[config.mk]
export PLATFORM = sky130hd
export DESIGN_NAME = desc_ring_ctrl
export DESIGN_NICKNAME = d
export VERILOG_FILES = /design/src/rtl/desc_ring_ctrl.sv
export SDC_FILE = /design/constraint.sdc
export NUM_CORES = 1
export LEC_CHECK = 0
export BUFFER_PORTS_ARGS = -buffer_cell sky130_fd_sc_hd__buf_2
export CAP_MARGIN = 0
export CORE_MARGIN = 2
export CORE_UTILIZATION = 30
export CTS_CLUSTER_DIAMETER = 100
export DETAILED_ROUTE_END_ITERATION = 8
export SLEW_MARGIN = 10
export SYNTH_ARGS = -nofsm -noshare
export SYNTH_HDL_FRONTEND = slang
export SYNTH_SLANG_ARGS = --single-unit
[constraint.sdc]
create_clock -name clk -period 14.6 [get_ports clk]
set_input_delay 4.38 -clock clk [delete_from_list [all_inputs] [get_ports clk]]
set_output_delay 4.38 -clock clk [all_outputs]
set_load 0.01 [all_outputs]
[src/rtl/desc_ring_ctrl.sv]
module desc_ring_ctrl #(
  parameter int PW         = 12,
  parameter int DESC_LOG2  = 7,
  parameter int RESET_SIZE = 1024
) (
  input  logic          clk,
  input  logic          rst_n,
  input  logic          reg_we,
  input  logic [3:0]    reg_addr,
  input  logic [31:0]   reg_wdata,
  output logic [31:0]   reg_rdata,
  output logic          fetch_req,
  input  logic          fetch_gnt,
  output logic [PW-1:0] fetch_idx,
  output logic [47:0]   fetch_addr,
  input  logic          done_stb,
  output logic          msg_valid,
  output logic [47:0]   msg_addr,
  output logic [31:0]   msg_data
);
  localparam int CW = PW + 1;
  localparam logic [32:0] MAX_SIZE = 33'(1) << PW;

  localparam logic [3:0] A_RUN   = 4'd0;
  localparam logic [3:0] A_POST  = 4'd1;
  localparam logic [3:0] A_RECL  = 4'd2;
  localparam logic [3:0] A_ALLOC = 4'd3;
  localparam logic [3:0] A_DONE  = 4'd4;
  localparam logic [3:0] A_SIZE  = 4'd5;
  localparam logic [3:0] A_THR   = 4'd6;
  localparam logic [3:0] A_BLO   = 4'd7;
  localparam logic [3:0] A_BHI   = 4'd8;
  localparam logic [3:0] A_MLO   = 4'd9;
  localparam logic [3:0] A_MHI   = 4'd10;
  localparam logic [3:0] A_MDAT  = 4'd11;

  logic          active, err, armed;
  logic [CW-1:0] size_q, avail, infl, done_q;
  logic [PW-1:0] wr_ptr, f_ptr, rd_ptr;
  logic [31:0]   base_lo, msg_lo, msg_dat;
  logic [15:0]   base_hi, msg_hi;
  logic [14:0]   thresh;

  function automatic logic [PW-1:0] wrap_add(input logic [PW-1:0] p,
                                             input logic [31:0]   n,
                                             input logic [CW-1:0] sz);
    logic [32:0] s;
    s = 33'(p) + 33'(n);
    if (s >= 33'(sz)) s = s - 33'(sz);
    return PW'(s);
  endfunction

  logic [32:0]   occ;
  logic          post_hit, post_ok, rec_hit, rec_ok, size_hit, size_ok;
  logic          fetch_fire, cmp_ok, above;
  logic [CW-1:0] post_n, rec_n;

  assign occ        = 33'(avail) + 33'(infl) + 33'(done_q);
  assign post_hit   = reg_we && reg_addr == A_POST;
  assign post_ok    = post_hit && (occ + 33'(reg_wdata) <= 33'(size_q));
  assign rec_hit    = reg_we && reg_addr == A_RECL;
  assign rec_ok     = rec_hit && (reg_wdata <= 32'(done_q));
  assign size_hit   = reg_we && reg_addr == A_SIZE;
  assign size_ok    = size_hit && !active && occ == 33'd0 && reg_wdata != 32'd0
                      && 33'(reg_wdata) <= MAX_SIZE;
  assign post_n     = post_ok ? CW'(reg_wdata) : '0;
  assign rec_n      = rec_ok  ? CW'(reg_wdata) : '0;

  assign fetch_req  = active && avail != '0;
  assign fetch_idx  = f_ptr;
  assign fetch_addr = {base_hi, base_lo} + (48'(f_ptr) << DESC_LOG2);
  assign fetch_fire = fetch_req && fetch_gnt;
  assign cmp_ok     = done_stb && infl != '0;

  assign above      = 15'(done_q) > thresh;
  assign msg_valid  = above && armed;
  assign msg_addr   = {msg_hi, msg_lo};
  assign msg_data   = msg_dat;

  always_ff @(posedge clk) begin
    if (!rst_n) begin
      active  <= 1'b0;
      err     <= 1'b0;
      armed   <= 1'b1;
      size_q  <= CW'(RESET_SIZE);
      avail   <= '0;
      infl    <= '0;
      done_q  <= '0;
      wr_ptr  <= '0;
      f_ptr   <= '0;
      rd_ptr  <= '0;
      thresh  <= '0;
      base_lo <= '0;
      base_hi <= '0;
      msg_lo  <= '0;
      msg_hi  <= '0;
      msg_dat <= '0;
    end else begin
      armed <= !above;
      if ((post_hit && !post_ok) || (rec_hit && !rec_ok) || (size_hit && !size_ok))
        err <= 1'b1;
      if (reg_we) begin
        case (reg_addr)
          A_RUN:   active  <= reg_wdata == 32'd0;
          A_THR:   thresh  <= reg_wdata[14:0];
          A_BLO:   base_lo <= reg_wdata;
          A_BHI:   base_hi <= reg_wdata[15:0];
          A_MLO:   msg_lo  <= reg_wdata;
          A_MHI:   msg_hi  <= reg_wdata[15:0];
          A_MDAT:  msg_dat <= reg_wdata;
          default: ;
        endcase
      end
      if (size_ok) begin
        size_q <= CW'(reg_wdata);
        avail  <= '0;
        infl   <= '0;
        done_q <= '0;
        wr_ptr <= '0;
        f_ptr  <= '0;
        rd_ptr <= '0;
      end else begin
        wr_ptr <= wrap_add(wr_ptr, 32'(post_n), size_q);
        rd_ptr <= wrap_add(rd_ptr, 32'(rec_n), size_q);
        if (fetch_fire) f_ptr <= wrap_add(f_ptr, 32'd1, size_q);
        avail  <= avail + post_n - CW'(fetch_fire);
        infl   <= infl + CW'(fetch_fire) - CW'(cmp_ok);
        done_q <= done_q + CW'(cmp_ok) - rec_n;
      end
    end
  end

  always_comb begin
    case (reg_addr)
      A_RUN:   reg_rdata = {30'b0, err, active};
      A_ALLOC: reg_rdata = {16'(wr_ptr), 16'b0};
      A_DONE:  reg_rdata = {3'b0, 13'(rd_ptr), 1'b0, 15'(done_q)};
      A_SIZE:  reg_rdata = 32'(size_q);
      A_THR:   reg_rdata = {17'b0, thresh};
      A_BLO:   reg_rdata = base_lo;
      A_BHI:   reg_rdata = {16'b0, base_hi};
      A_MLO:   reg_rdata = msg_lo;
      A_MHI:   reg_rdata = {16'b0, msg_hi};
      A_MDAT:  reg_rdata = msg_dat;
      default: reg_rdata = 32'b0;
    endcase
  end

  assert_occ_bound_R7: assert property (@(posedge clk) disable iff (!rst_n)
    occ <= 33'(size_q));
  assert_fetch_track_R3: assert property (@(posedge clk) disable iff (!rst_n)
    wrap_add(f_ptr, 32'(avail), size_q) == wr_ptr);
  assert_reclaim_track_R6: assert property (@(posedge clk) disable iff (!rst_n)
    wrap_add(rd_ptr, 32'(infl) + 32'(done_q), size_q) == f_ptr);
  assert_msg_once_R10: assert property (@(posedge clk) disable iff (!rst_n)
    msg_valid |=> !msg_valid);
  assert_bad_post_R7: assert property (@(posedge clk) disable iff (!rst_n)
    (post_hit && !post_ok) |=> (err && $stable(wr_ptr)));
  assert_bad_reclaim_R7: assert property (@(posedge clk) disable iff (!rst_n)
    (rec_hit && !rec_ok) |=> (err && $stable(rd_ptr)));
  assert_ptr_range_R8: assert property (@(posedge clk) disable iff (!rst_n)
    (33'(wr_ptr) < 33'(size_q)) && (33'(rd_ptr) < 33'(size_q)));
endmodule

==> out/metrics.yaml <==
hold_class: "reg2reg"
synth_seq_cells: 234
cts_sinks: 234
wirelength_um: 68800
power_frac_seq_pct: 25.7
async_flop_share_pct: 0
stdcell_area_mm2: 0.0211
post-cts-setup-buffer-count: 0
crit_family: "compound AO/OA/AOI/OAI gates"
grt.overflow.total: 0
power_frac_comb_pct: 47.1
synth_area_mm2: 0.0184
route.top_layer_used: "met5"
antenna_left: 0
nNetsFinal: 2846
path_class: "in2reg"
yosysSeqAreaShare_pct: 25.4
grt_start_max_net_pins: 80
netlist-cell-type-count: 73
drc: 0
grt_usage_pct: 20.8
coreArea_mm2: 0.0606
cts_resized: 0
numCtsBuffers: 30
clock_latency_ns: 0.62
fin_tns_setup_ns: 0
worst-r2r-setup-slack_ns: 3.83
worstReg2RegStart: "done_q[1]"
cts-root-buf: "clkbuf_16"
cts_tree: "done"
fp-row-count: 90
required_ns: 15.10
dr_wl_met2_um: 30800
viasPerCell: 5.37
reg2reg_depth: 46
p_per_area_mw_per_mm2: 137
final.period_utilization_pct: 85.7
placed_area_mm2: 0.0201
slowest_stage: "a31oi_2"
firstDrtPassIters: 7
dp_hpwl_um: 52800
path_depth: 38
finalSetupViolations: 0
drtIter0Drc: 1710
die_area_mm2: 0.0634
hold_path_depth: 2
worstPathArrival_ns: 13.02
yosysWarnings: 0
ir_drop_mv: 0.0959
die_width_um: 252
grt_pass1_wl_um: 103000
synth_area_per_cell_um2: 7.56
htreeDepth: 1
max_cap_violations: 0
synth_flop_cell: "dfxtp_1"
port_buffers: 214
synthToLayoutAreaGrowth_pct: 14.7
wl_met3_um: 4700
slew_violations: 0
slew_headroom_pct: 17.7
initial_core_util_pct: 30.4
crit_fanout: 13
max_freq_mhz: 79.9
cpPeakStageDelay_ns: 0.75
synth_fp_nets: 2713
clkTransAtPathRegs_ns: 0.06
cp.buffers_inverters: 4
place_congestion: 0.928
internal-power_w: 0.00171
antenna_found_initial: 6
crit_start: "reg_wdata[0]"
worstMarginPinSlew_ns: 1.23
grt_pass1_vias: 16700
crit_path_end: "wr_ptr[6]"
fill_cells: 6361
skew_ns: 0.0441
fin_crit_ns: 12.52
io_pins: 215
p_switching_w: 0.00118
synth_edf_count: 0
wl_per_cell_um: 20.4
die_y_um: 252
drive_above_1_share_pct: 11.9
outcome: "finished clean"
cts_buffer_depth: 3
end_kind: "flip-flop"
ctsHoldBuffers: 0
clkPwrFrac_pct: 27.2
hold_violations: 0
synthCells: 2437
vias: 18100
critPathLaunchType: "primary input"
swShare_pct: 40.7
drt-met1-wl_um: 30400
crit_top_cell: "a21oi_1"
rsz0062_at_grt: "no"
p_leak_nw: 9.05
reg2reg_to: "wr_ptr[6]"
-- worst register-to-register path: cells and delay by family, from the launching register on --
family	cells	cell delay, ns
multiplexers	1	0.28
AND/OR/NAND/NOR	11	1.79
adder cells (fa/ha/maj)	7	2.29
AO/OA/AOI/OAI	21	5.00
buffers and inverters	5	0.63
XOR/XNOR	1	0.17
flip-flops	1	0.53
-- cell usage in the layout, fill, tap and decap left out, types with 6 or more instances in the layout --
| cell type | netlist | final |
|---|---|---|
| o21a_1 | 23 | 23 |
| and2_1 | 18 | 17 |
| a22oi_1 | 65 | 65 |
| nor4_1 | 16 | 16 |
| clkbuf_16 | 0 | 30 |
| mux2i_1 | 32 | 32 |
| xor2_1 | 51 | 51 |
| and3_1 | 16 | 16 |
| a41oi_1 | 12 | 12 |
| or4_1 | 6 | 6 |
| a31oi_1 | 18 | 17 |
| a21oi_1 | 261 | 261 |
| nand4_1 | 31 | 31 |
| a211o_1 | 8 | 8 |
| buf_2 | 8 | 214 |
| nand2b_1 | 20 | 20 |
| inv_1 | 196 | 195 |
| fa_1 | 24 | 24 |
| nor3_1 | 40 | 38 |
| xnor2_1 | 94 | 94 |
| nor2_1 | 153 | 152 |
| a211oi_1 | 14 | 14 |
| o31ai_1 | 6 | 6 |
| or2_2 | 9 | 9 |
| o21bai_1 | 12 | 12 |
| nor2b_1 | 27 | 27 |
| ha_1 | 211 | 211 |
| o21ai_0 | 55 | 55 |
| clkbuf_1 | 112 | 6 |
| nand2_1 | 447 | 445 |
| o211ai_1 | 13 | 13 |
| a21boi_0 | 12 | 12 |
| a21o_1 | 26 | 26 |
| dfxtp_1 | 234 | 234 |
| buf_4 | 7 | 18 |
| or3_1 | 9 | 9 |
| a221oi_1 | 8 | 8 |
| a222oi_1 | 15 | 15 |
| nand3_1 | 46 | 46 |
-- cell usage after synthesis (24+ instances only) --
library cell,n,area share (%)
nand2_1,447,9.1
a21oi_1,261,7.1
dfxtp_1,234,25
ha_1,211,14
inv_1,196,4.0
nor2_1,153,3.1
clkbuf_1,112,2.3
xnor2_1,94,4.5
a22oi_1,65,2.6
o21ai_0,55,1.5
xor2_1,51,2.4
nand3_1,46,1.2
nor3_1,40,1.1
mux2i_1,32,1.7
nand4_1,31,1.1
nor2b_1,27,0.92
a21o_1,26,1.1
fa_1,24,2.6
-- power by group through the flow --
stage	clock, W	combinational, W	sequential [W]
after global placement	0	0.00133	0.000757
after CTS	0.000795	0.00135	0.000743
after global routing	0.000818	0.00154	0.000747
after detailed placement	0	0.00134	0.000758
after floorplan	0	0.00107	0.000725
final	0.000786	0.00136	0.000744
-- how the worst min path moves through the flow --
stage | slack, ns | to | startpoint
final | 0.47 | msg_lo[8] | msg_lo[8]
after global placement | 0.46 | msg_lo[1] | msg_lo[1]
after floorplan | 0.44 | size_q[2] | size_q[2]
after CTS | 0.47 | msg_data[3] | msg_data[3]
after detailed placement | 0.46 | msg_lo[8] | msg_lo[8]
after global routing | 0.49 | msg_lo[24] | msg_lo[24]
-- layout make-up --
type | instances | area (um^2) | area share (%)
clock inverter | 16 | 210 | 0.994
multi-input combinational | 1876 | 12500 | 59.2
timing repair buffer | 232 | 1210 | 5.71
clock buffer | 39 | 815 | 3.85
sequential | 234 | 4680 | 22.2
inverter | 196 | 738 | 3.49
antenna | 1 | 2.50 | 0.0118
tap | 782 | 978 | 4.63
-- cell families (layout without fill, tap and decap cells) --
group,after synthesis,after routing,synth area share [%]
multiplexers,35,35,1.92
other,0,1,0
adder cells (fa/ha/maj),235,235,16.9
AND/OR/NAND/NOR,860,860,20.8
buffers and inverters,327,483,6.90
XOR/XNOR,145,145,6.89
flip-flops,234,234,25.4
AO/OA/AOI/OAI,601,601,21.1
-- flip-flops by register name, summed over array words and instances, names as in the netlist --
| register | cells |
|---|---|
| fetch_idx | 12 |
| avail | 13 |
| base_lo | 32 |
| msg_data | 32 |
| done_q | 13 |
| base_hi | 16 |
| wr_ptr | 12 |
| active | 1 |
| msg_hi | 16 |
| rd_ptr | 12 |
| infl | 13 |
| thresh | 15 |
| err | 1 |
| armed | 1 |
| msg_lo | 32 |
| size_q | 13 |
-- metal layers --
metal,up-vias,track usage (%)
li1,8774,-
met1,8459,28.3
met2,725,33.6
met3,147,2.58
met4,10,8.01
met5,-,0
-- stage by stage --
stage / utilization (%) / std cells / setup slack, ns / total power, W / hold WS [ns]
2_1_floorplan: - / 2437 / 2.84 / 0.00179 / 0.445
6_report: 34.9 / 3376 / 2.08 / 0.00289 / 0.470
3_5_place_dp: 33.2 / 3320 / 1.54 / 0.00210 / 0.460
4_1_cts: 34.9 / 3375 / 2.14 / 0.00288 / 0.469
3_3_place_gp: 33.2 / 3320 / 1.71 / 0.00209 / 0.462
5_1_grt: 34.9 / 3375 / 1.34 / 0.00310 / 0.486
Power figures use the tool's default switching activity.
